## src/rtl/i2c_obs_pkg.sv

```systemverilog
package i2c_obs_pkg;
   typedef enum logic [1:0] {
      EV_START   = 2'd0,
      EV_RESTART = 2'd1,
      EV_STOP    = 2'd2,
      EV_BYTE    = 2'd3
   } ev_kind_e;
endpackage

```

## src/rtl/i2c_obs_line_cond.sv

```systemverilog
// Synchronizer followed by an agreement filter: the clean output only
// moves once FILT_LEN consecutive synchronized samples agree.
module i2c_obs_line_cond #(
   parameter int STAGES   = 2,
   parameter int FILT_LEN = 3
) (
   input  logic clk,
   input  logic rst_n,
   input  logic raw,
   output logic clean
);
   logic [STAGES-1:0] sync_q;
   logic              synced;

   always_ff @(posedge clk) begin
      if (!rst_n) sync_q <= '1;
      else        sync_q <= {sync_q[STAGES-2:0], raw};
   end
   assign synced = sync_q[STAGES-1];

   generate
      if (FILT_LEN <= 1) begin : g_nofilt
         always_ff @(posedge clk) begin
            if (!rst_n) clean <= 1'b1;
            else        clean <= synced;
         end
      end else begin : g_filt
         logic [FILT_LEN-1:0] hist_q;
         always_ff @(posedge clk) begin
            if (!rst_n) begin
               hist_q <= '1;
               clean  <= 1'b1;
            end else begin
               hist_q <= {hist_q[FILT_LEN-2:0], synced};
               if (&hist_q)       clean <= 1'b1;
               else if (~|hist_q) clean <= 1'b0;
            end
         end
      end
   endgenerate
endmodule

```

## src/rtl/i2c_obs_decoder.sv

```systemverilog
// Turns clean bus lines into framing and byte events, each with a stamp.
module i2c_obs_decoder
   import i2c_obs_pkg::*;
#(
   parameter int TS_W = 32
) (
   input  logic            clk,
   input  logic            rst_n,
   input  logic            scl,
   input  logic            sda,
   input  logic [TS_W-1:0] ts,
   output logic            push,
   output logic [1:0]      kind,
   output logic [7:0]      data,
   output logic            nack,
   output logic [TS_W-1:0] stamp
);
   localparam int BITS = 8;

   logic       scl_d, sda_d;
   logic       in_frame;
   logic [3:0] bit_cnt;
   logic [BITS-1:0] shift_q;
   logic       sda_pulse, framing, scl_rise;

   // Change pulse from current vs delayed copy, gated by a steady-high clock
   assign sda_pulse = sda ^ sda_d;
   assign framing   = sda_pulse & scl & scl_d;
   assign scl_rise  = scl & ~scl_d;

   always_ff @(posedge clk) begin
      if (!rst_n) begin
         scl_d    <= 1'b1;
         sda_d    <= 1'b1;
         in_frame <= 1'b0;
         bit_cnt  <= '0;
         shift_q  <= '0;
         push     <= 1'b0;
         kind     <= EV_START;
         data     <= '0;
         nack     <= 1'b0;
         stamp    <= '0;
      end else begin
         scl_d <= scl;
         sda_d <= sda;
         push  <= 1'b0;
         if (framing) begin
            push    <= 1'b1;
            data    <= '0;
            nack    <= 1'b0;
            stamp   <= ts;
            bit_cnt <= '0;
            if (!sda) begin
               kind     <= in_frame ? EV_RESTART : EV_START;
               in_frame <= 1'b1;
            end else begin
               kind     <= EV_STOP;
               in_frame <= 1'b0;
            end
         end else if (scl_rise && in_frame) begin
            if (bit_cnt == 4'(BITS)) begin
               push    <= 1'b1;
               kind    <= EV_BYTE;
               data    <= shift_q;
               nack    <= sda;
               stamp   <= ts;
               bit_cnt <= '0;
            end else begin
               shift_q <= {shift_q[BITS-2:0], sda};
               bit_cnt <= bit_cnt + 4'd1;
            end
         end
      end
   end
endmodule

```

## src/rtl/i2c_obs_fifo.sv

```systemverilog
// First-word-fall-through event queue with a sticky drop flag.
module i2c_obs_fifo #(
   parameter int W     = 43,
   parameter int DEPTH = 8
) (
   input  logic         clk,
   input  logic         rst_n,
   input  logic         push,
   input  logic [W-1:0] din,
   input  logic         pop,
   output logic [W-1:0] dout,
   output logic         not_empty,
   input  logic         ovf_clear,
   output logic         ovf
);
   localparam int AW = $clog2(DEPTH);

   logic [W-1:0] mem [DEPTH];
   logic [AW:0]  wr_q, rd_q, count;
   logic         full, do_push, do_pop;

   assign count     = wr_q - rd_q;
   assign full      = (count == (AW+1)'(DEPTH));
   assign not_empty = (count != '0);
   assign do_push   = push & ~full;
   assign do_pop    = pop & not_empty;
   assign dout      = mem[rd_q[AW-1:0]];

   always_ff @(posedge clk) begin
      if (do_push) mem[wr_q[AW-1:0]] <= din;
   end

   always_ff @(posedge clk) begin
      if (!rst_n) begin
         wr_q <= '0;
         rd_q <= '0;
         ovf  <= 1'b0;
      end else begin
         if (do_push) wr_q <= wr_q + 1'b1;
         if (do_pop)  rd_q <= rd_q + 1'b1;
         if (push && full) ovf <= 1'b1;
         else if (ovf_clear) ovf <= 1'b0;
      end
   end
endmodule

```

## src/rtl/i2c_bus_observer.sv

```systemverilog
module i2c_bus_observer
   import i2c_obs_pkg::*;
#(
   parameter int TS_W        = 32,
   parameter int FIFO_DEPTH  = 8,
   parameter int SYNC_STAGES = 2,
   parameter int FILT_LEN    = 3
) (
   input  logic            clk,
   input  logic            rst_n,
   input  logic            scl_in,
   input  logic            sda_in,
   output logic            ev_valid,
   input  logic            ev_ready,
   output logic [1:0]      ev_kind,
   output logic [7:0]      ev_byte,
   output logic            ev_nack,
   output logic [TS_W-1:0] ev_time,
   output logic            ovf_flag,
   input  logic            ovf_clear
);
   localparam int ENTRY_W = 2 + 8 + 1 + TS_W;

   if (FIFO_DEPTH < 2 || (FIFO_DEPTH & (FIFO_DEPTH - 1)) != 0) begin : g_bad_depth
      $error("FIFO_DEPTH must be a power of two, at least 2");
   end
   if (SYNC_STAGES < 2) begin : g_bad_sync
      $error("SYNC_STAGES must be at least 2");
   end
   if (TS_W < 8 || TS_W > 64) begin : g_bad_ts
      $error("TS_W must lie in 8..64");
   end

   logic scl_c, sda_c;
   logic [TS_W-1:0] ts_q;
   logic            d_push, d_nack;
   logic [1:0]      d_kind;
   logic [7:0]      d_data;
   logic [TS_W-1:0] d_stamp;
   logic [ENTRY_W-1:0] q_din, q_dout;

   i2c_obs_line_cond #(.STAGES(SYNC_STAGES), .FILT_LEN(FILT_LEN)) u_scl_cond (
      .clk(clk), .rst_n(rst_n), .raw(scl_in), .clean(scl_c));
   i2c_obs_line_cond #(.STAGES(SYNC_STAGES), .FILT_LEN(FILT_LEN)) u_sda_cond (
      .clk(clk), .rst_n(rst_n), .raw(sda_in), .clean(sda_c));

   always_ff @(posedge clk) begin
      if (!rst_n) ts_q <= '0;
      else        ts_q <= ts_q + 1'b1;
   end

   i2c_obs_decoder #(.TS_W(TS_W)) u_dec (
      .clk(clk), .rst_n(rst_n), .scl(scl_c), .sda(sda_c), .ts(ts_q),
      .push(d_push), .kind(d_kind), .data(d_data), .nack(d_nack), .stamp(d_stamp));

   assign q_din = {d_kind, d_data, d_nack, d_stamp};

   i2c_obs_fifo #(.W(ENTRY_W), .DEPTH(FIFO_DEPTH)) u_fifo (
      .clk(clk), .rst_n(rst_n), .push(d_push), .din(q_din),
      .pop(ev_ready), .dout(q_dout), .not_empty(ev_valid),
      .ovf_clear(ovf_clear), .ovf(ovf_flag));

   assign {ev_kind, ev_byte, ev_nack, ev_time} = q_dout;
endmodule

```

## config.mk

```make
export PLATFORM = sky130hd
export DESIGN_NAME = i2c_bus_observer
export DESIGN_NICKNAME = d
export VERILOG_FILES = /design/src/rtl/i2c_obs_pkg.sv /design/src/rtl/i2c_obs_line_cond.sv /design/src/rtl/i2c_obs_decoder.sv /design/src/rtl/i2c_obs_fifo.sv /design/src/rtl/i2c_bus_observer.sv
export SDC_FILE = /design/constraint.sdc
export NUM_CORES = 1
export LEC_CHECK = 0
export BUFFER_PORTS_ARGS = -buffer_cell sky130_fd_sc_hd__buf_2
export CAP_MARGIN = 10
export CORE_MARGIN = 5
export CORE_UTILIZATION = 40
export DETAILED_ROUTE_END_ITERATION = 10
export HOLD_SLACK_MARGIN = 0.03
export PLACE_DENSITY = 0.58
export SLEW_MARGIN = 0
export SYNTH_ARGS = -nofsm -noshare
export SYNTH_HDL_FRONTEND = slang
export SYNTH_SLANG_ARGS = --single-unit
```

## constraint.sdc

```tcl
create_clock -name clk -period 7.33 [get_ports clk]
set_clock_uncertainty 0.05 [all_clocks]
set_input_delay 1.466 -clock clk [delete_from_list [all_inputs] [get_ports clk]]
set_output_delay 1.466 -clock clk [all_outputs]
set_load 0.005 [all_outputs]
```

---- Yosys cells after proc, flatten, opt, wreduce, memory -nomap -nowiden ----
Memory sizes are Yosys's and may differ from the RTL's. A register that Yosys moved wholly into a read port is not among the register bits.
Cells that the tools add are included.
storage, ports and cells
  memory bits (writable) .................. 344
  flip-flop bits (word level) ............. 112
  logic and storage cells ................. 74
  memories kept ........................... 1
  input bits .............................. 6
  output and inout port bits .............. 45
operators by class
  bitwise logic cells ..................... 11
  reductions and logical operators ........ 16
  mux-type cells .......................... 19
  add/sub/neg operators ................... 5
  equal/unequal tests ..................... 2
memories
  memory      depth  width  rd ports  clocked after Yosys merged registers in  wr ports  RTL line            source
  u_fifo.mem  8      43     1         1                                        1         i2c_obs_fifo.sv:18  logic [W-1:0] mem [DEPTH];
operators by type and width
  kind                   count
  $mux 32                3
  $add 32x1->32 const B  1
  $add 4x1->4 const B    3
  $mux 1                 9
  $reduce_and 3->1       3
  $eq 4x4->1 const B     2
  $mux 2                 4
  $mux 3                 2
  $reduce_bool 2->1      3
  $reduce_or 2->1        3
  $reduce_or 3->1        2
  $and 1x1->1            5
  $not 1->1              5
  $mux 4                 1
  $reduce_and 2->1       2
  $reduce_bool 4->1      1
  $sub 4x4->4            1
  $logic_and 1x1->1      2
  $xor 1x1->1            1

---- Longest topological paths before layout ----
  word-level depth ........................ 6
  mapped depth ............................ 8
  gate-level depth less buffers ........... 7

---- Modules after synthesis ----
A second synthesis with hierarchy kept.
unflattened totals
  cells, all modules ...................... 1061
  area total of the unflattened synthesis .. 17888.4 um2
modules (own cells, without submodules)
  module             cells an instance  area an instance (um2)  instances
  i2c_obs_fifo       594                13636.8                 1
  i2c_obs_decoder    271                2434.8                  1
  i2c_bus_observer   168                1466.4                  1
  i2c_obs_line_cond  14                 175.2                   2

---- Worst setup path after synthesis ----
Ideal clock, no wire load.
  path kind ............................... reg-to-reg
  from .................................... register u_fifo.wr_q[0]
  to ...................................... memory u_fifo.mem[2][0] (enable)
  stages on the path, launching flop included .. 8
  required time ........................... 6.714 ns
  path buffers ............................ 0
  arrival time ............................ 5.952 ns
  slack ................................... 0.762 ns
  cells stage by stage .................... dfxtp_1 inv_1 ha_1 nor2b_1 xnor2_1 or2_1 o21ai_2 nor4b_1
on the way
  longest elaborated chain between the ends .. 6
RTL lines
  item                          RTL line            source
  from (decl)                   i2c_obs_fifo.sv:19  logic [AW:0] wr_q, rd_q, count;
  from (signal assigned)        i2c_obs_fifo.sv:39  if (do_push) wr_q <= wr_q + 1'b1;
  $sub 4x4->4                   i2c_obs_fifo.sv:22  assign count = wr_q - rd_q;
  $eq 4x4->1                    i2c_obs_fifo.sv:23  assign full = (count == (AW+1)'(DEPTH));
  $not 1->1                     i2c_obs_fifo.sv:25  assign do_push = push & ~full;
  $and 1x1->1                   i2c_obs_fifo.sv:25
  $mux 1                        i2c_obs_fifo.sv:30  if (do_push) mem[wr_q[AW-1:0]] <= din;
  $mux 1 (implied by the code)  i2c_obs_fifo.sv:30
  to (decl)                     i2c_obs_fifo.sv:18
Several ways; a longest one is shown, not always the timed one.

==> flow_summary.rst <==
.. list-table::
   :header-rows: 1

   * - Metric
     - Value
   * - Run status
     - finished clean
   * - Initial core utilization
     - 40.35%
   * - Postcts setup bufs
     - 0
   * - Starting DRC count in detailed routing
     - 516
   * - Cell leakage power
     - 6.085 nW
   * - Number of violations of the max-capacitance limit
     - 0
   * - Net count reported at finish
     - 1032
   * - Post-synthesis cell type count
     - 53
   * - Area enclosed by the die boundary
     - 0.04762 mm^2
   * - Final Max Slew Viols
     - 0
   * - Critical Path Sink Type
     - primary output
   * - Wire length of the first global-routing pass
     - 52050 um
   * - Crit path cell chain
     - buf_4 > mux4_2 > mux2_2 > buf_2
   * - Measured slew at the worst slew-check pin
     - 1.007 ns
   * - Post-CTS Hold Fix Bufs
     - 0
   * - Cells taking the most area after synthesis
     - sky130_fd_sc_hd__edfxtp_1 (60%), sky130_fd_sc_hd__dfxtp_1 (13%), sky130_fd_sc_hd__mux4_2 (11%)
   * - Cell area after technology mapping
     - 0.01734 mm^2
   * - Mapped Avg Cell Area
     - 18.29 um^2
   * - Root buffer selected by CTS
     - sky130_fd_sc_hd__clkbuf_16
   * - Worst-Skew Late Latency
     - 0.55 ns
   * - RSZ-0062 raised after global routing
     - false
   * - Number of nets in the synthesized netlist
     - 962
   * - Post-DR wirelength/cell
     - 20.32 um
   * - Horiz. Die Dim
     - 218.2 um
   * - Final setup violating endpoints
     - 0
   * - CTS sink count
     - 459
   * - Setup tns final
     - 0 ns
   * - IR drop worst, VDD
     - 0.1931 mV
   * - Diodes inserted
     - 0
   * - Startpoint kind of the worst setup timing path
     - flop
   * - First-pass detailed-route iteration total
     - 5
   * - Inserted Clock Buffers
     - 46
   * - Cell class contributing the biggest share of worst-path delay
     - flip-flops
   * - Initial antenna violation count
     - 0
   * - Rows
     - 76
   * - Commonest non-fill, non-tap cells in the layout
     - sky130_fd_sc_hd__edfxtp_1 (344), sky130_fd_sc_hd__dfxtp_1 (112), sky130_fd_sc_hd__mux4_2 (86), sky130_fd_sc_hd__nor2_1 (52), sky130_fd_sc_hd__buf_2 (50)
   * - Final Hold Vio Count
     - 0
   * - Commonest non-fill, non-tap cell in the layout
     - sky130_fd_sc_hd__edfxtp_1
   * - Post-route ant nets
     - 0
   * - Biggest cell delay along the critical path
     - 0.86 ns
   * - Int Power
     - 4.324 mW
   * - GR Util All Layers
     - 14.20%
   * - Vias in the first global route
     - 8757
   * - Final period demand of the worst path
     - 4.574 ns
   * - Placer's final routability congestion estimate
     - 0.7009
   * - Yosys warns
     - 0
   * - Post-route worst setup slack
     - 2.756 ns
   * - Clk slew on worst S/H paths
     - 0.06 ns
   * - Port bufs
     - 50
   * - DRT Wirelength
     - 33330 um
   * - CTS tree
     - yes
   * - Cell with the biggest individual delay on the critical path
     - sky130_fd_sc_hd__dfxtp_4
   * - Layout fillers
     - 3750
   * - Placeable core area
     - 0.04298 mm^2
   * - Relative slew slack
     - 32.51%
   * - Crit path arrival time
     - 3.06 ns
   * - Vias per inst
     - 5.110
   * - Register bit count reported by yosys
     - 459
   * - Share of final-layout standard cells stronger than drive strength 1
     - 27.39%
   * - Portion of the post-synthesis area used by sequential elements
     - 72.84%
   * - Pin count of the biggest net entering global routing
     - 49
   * - Worst min-delay path category
     - reg2reg
   * - Gate power share
     - 7.8%
   * - Proportion of total power due to net switching
     - 21.27%
   * - Number of buffers and inverters on the critical path
     - 2
   * - Cell type with the highest aggregate area in the netlist
     - sky130_fd_sc_hd__edfxtp_1
   * - Syn Inst Count
     - 948
   * - Final cell utilization of the core
     - 46.01%
   * - Total congestion overflow after global routing
     - 0
   * - Drc violations
     - 0
   * - Resized cells post-CTS
     - 0
   * - Maximum level of the CTS H-tree
     - 2
   * - Net switching power figure
     - 1.168 mW
   * - Vias after detailed routing
     - 8381
   * - Clock group share of total power
     - 40.8%
   * - Power per cell area
     - 277.8 mW/mm^2
   * - Syn-to-layout area delta
     - 14.02%
   * - Sequential share of power
     - 51.4%
   * - Fmax
     - 0.2186 GHz
   * - Number of I/O pins
     - 51
   * - Share of the synthesized area in the top cell type
     - 59.56%
   * - Critical path class
     - reg2out
   * - Final HPWL from detailed placement
     - 18090 um
   * - Worst Path Max Fanout
     - 35
   * - Number of buffers between clock root and the deepest sink
     - 3
   * - Required time of the critical path
     - 5.81 ns
   * - Share of the cycle needed by the critical path after routing
     - 62.40%
   * - Dpl ws
     - 3.205 ns
   * - Die boundary height
     - 218.2 um
path summary, 6_finish.rpt:
check                        from                    to  slack [ns]  cells after the start
min          u_sda_cond.sync_q[0]  u_sda_cond.sync_q[1]        0.37                      1
max                          flop            ev_time[4]        2.76                      4
min reg2reg  u_sda_cond.sync_q[0]  u_sda_cond.sync_q[1]        0.37                      1
max reg2reg        u_fifo.wr_q[0]      u_fifo.mem[6][9]        3.46                      8
worst register-to-register path, cell delays in order (launching register included):
cell and delay [ns]:
sky130_fd_sc_hd__dfxtp_1 0.53, sky130_fd_sc_hd__inv_1 0.22, sky130_fd_sc_hd__ha_1 0.24, sky130_fd_sc_hd__nor2b_1 0.14, sky130_fd_sc_hd__xnor2_1 0.32, sky130_fd_sc_hd__or2_1 0.23
sky130_fd_sc_hd__o21ai_2 0.19, sky130_fd_sc_hd__nor3_2 0.85, sky130_fd_sc_hd__buf_4 0.69
per-layer routing:
metal	up-vias	global-route usage, %	wire, um
met1	4302	20.17	15380
met5	-	0	0
met3	47	2.341	1144
li1	3904	-	-
met4	0	3.517	570
met2	128	23.15	16240
cells by family after synthesis:
logic type / Yosys count / share of synthesized area [%]
DFF: 459 / 72.84
and+or+nand+nor: 162 / 5.122
muxes: 149 / 15.11
AOI/OAI and AO/OA: 83 / 3.564
buffers and inverters: 64 / 1.623
xor gates and xnor gates: 23 / 1.162
adders and majority gates: 8 / 0.5772
metrics by stage:
step | hold slack, ns | area, um^2 | instances | total power, mW
after floorplan | 0.3363 | 17340 | 948 | 3.199
after global placement | 0.3651 | 18320 | 1555 | 3.323
after CTS | 0.3735 | 19780 | 1640 | 5.566
after global routing | 0.3951 | 19780 | 1640 | 5.713
final | 0.3682 | 19780 | 1640 | 5.493
after detailed placement | 0.3636 | 18320 | 1555 | 3.324
power by group through the flow:
stage / Sequential, mW / Clock [mW] / Combinational (mW)
2_1_floorplan: 2.82 / 0 / 0.375
3_3_place_gp: 2.88 / 0 / 0.441
3_5_place_dp: 2.88 / 0 / 0.443
4_1_cts: 2.83 / 2.30 / 0.445
5_1_grt: 2.83 / 2.41 / 0.475
6_report: 2.82 / 2.24 / 0.431
layout make-up:
class	count	area, um^2	area share, %
clock buffer	67	1311	6.631
inverter	15	56.30	0.2847
clock inverter	18	141.4	0.7150
multi-input combinational	425	4483	22.67
timing repair buffer	71	407.9	2.063
tap	585	732.0	3.701
sequential	459	12640	63.94
sequential cells by signal (all words and copies together), names as in the netlist, named ones only:
register and flops:
u_dec.stamp 32, u_sda_cond.g_filt.hist_q 3, u_sda_cond.clean 1, ts_q 32, u_dec.nack 1, u_scl_cond.clean 1
u_fifo.ovf 1, u_fifo.wr_q 4, u_fifo.rd_q 4, u_dec.kind 2, u_fifo.mem 344, u_dec.data 8
u_sda_cond.sync_q 2, u_dec.sda_d 1, u_dec.bit_cnt 4, u_dec.shift_q 8, u_dec.scl_d 1, u_scl_cond.g_filt.hist_q 3
u_dec.in_frame 1, u_scl_cond.sync_q 2, u_dec.push 1
cell usage after synthesis (all sizes together):
library cell  instances
mux2                 43
o311a                 2
o31ai                 4
clkbuf               23
or4b                  1
nand3                10
nand4                12
and3                  4
mux4                 86
buf                  26
nor3                  3
edfxtp              344
or4                   4
nor4b                 2
nor2b                 1
or3                   9
o21ai                13
inv                  15
a311o                 1
xnor2                 8
ha                    8
nand3b                3
a211oi                1
o211ai                5
nor4                  4
nor2                 55
a21oi                19
a32oi                 1
a2111o                1
nand2                25
a22o                 32
and2                  4
o41ai                 1
o21a                  2
and3b                 1
a31oi                 1
mux2i                20
nand2b               15
and4                  6
or2                   3
dfxtp               115
xor2                 15
(Power assumes the default switching activity.)
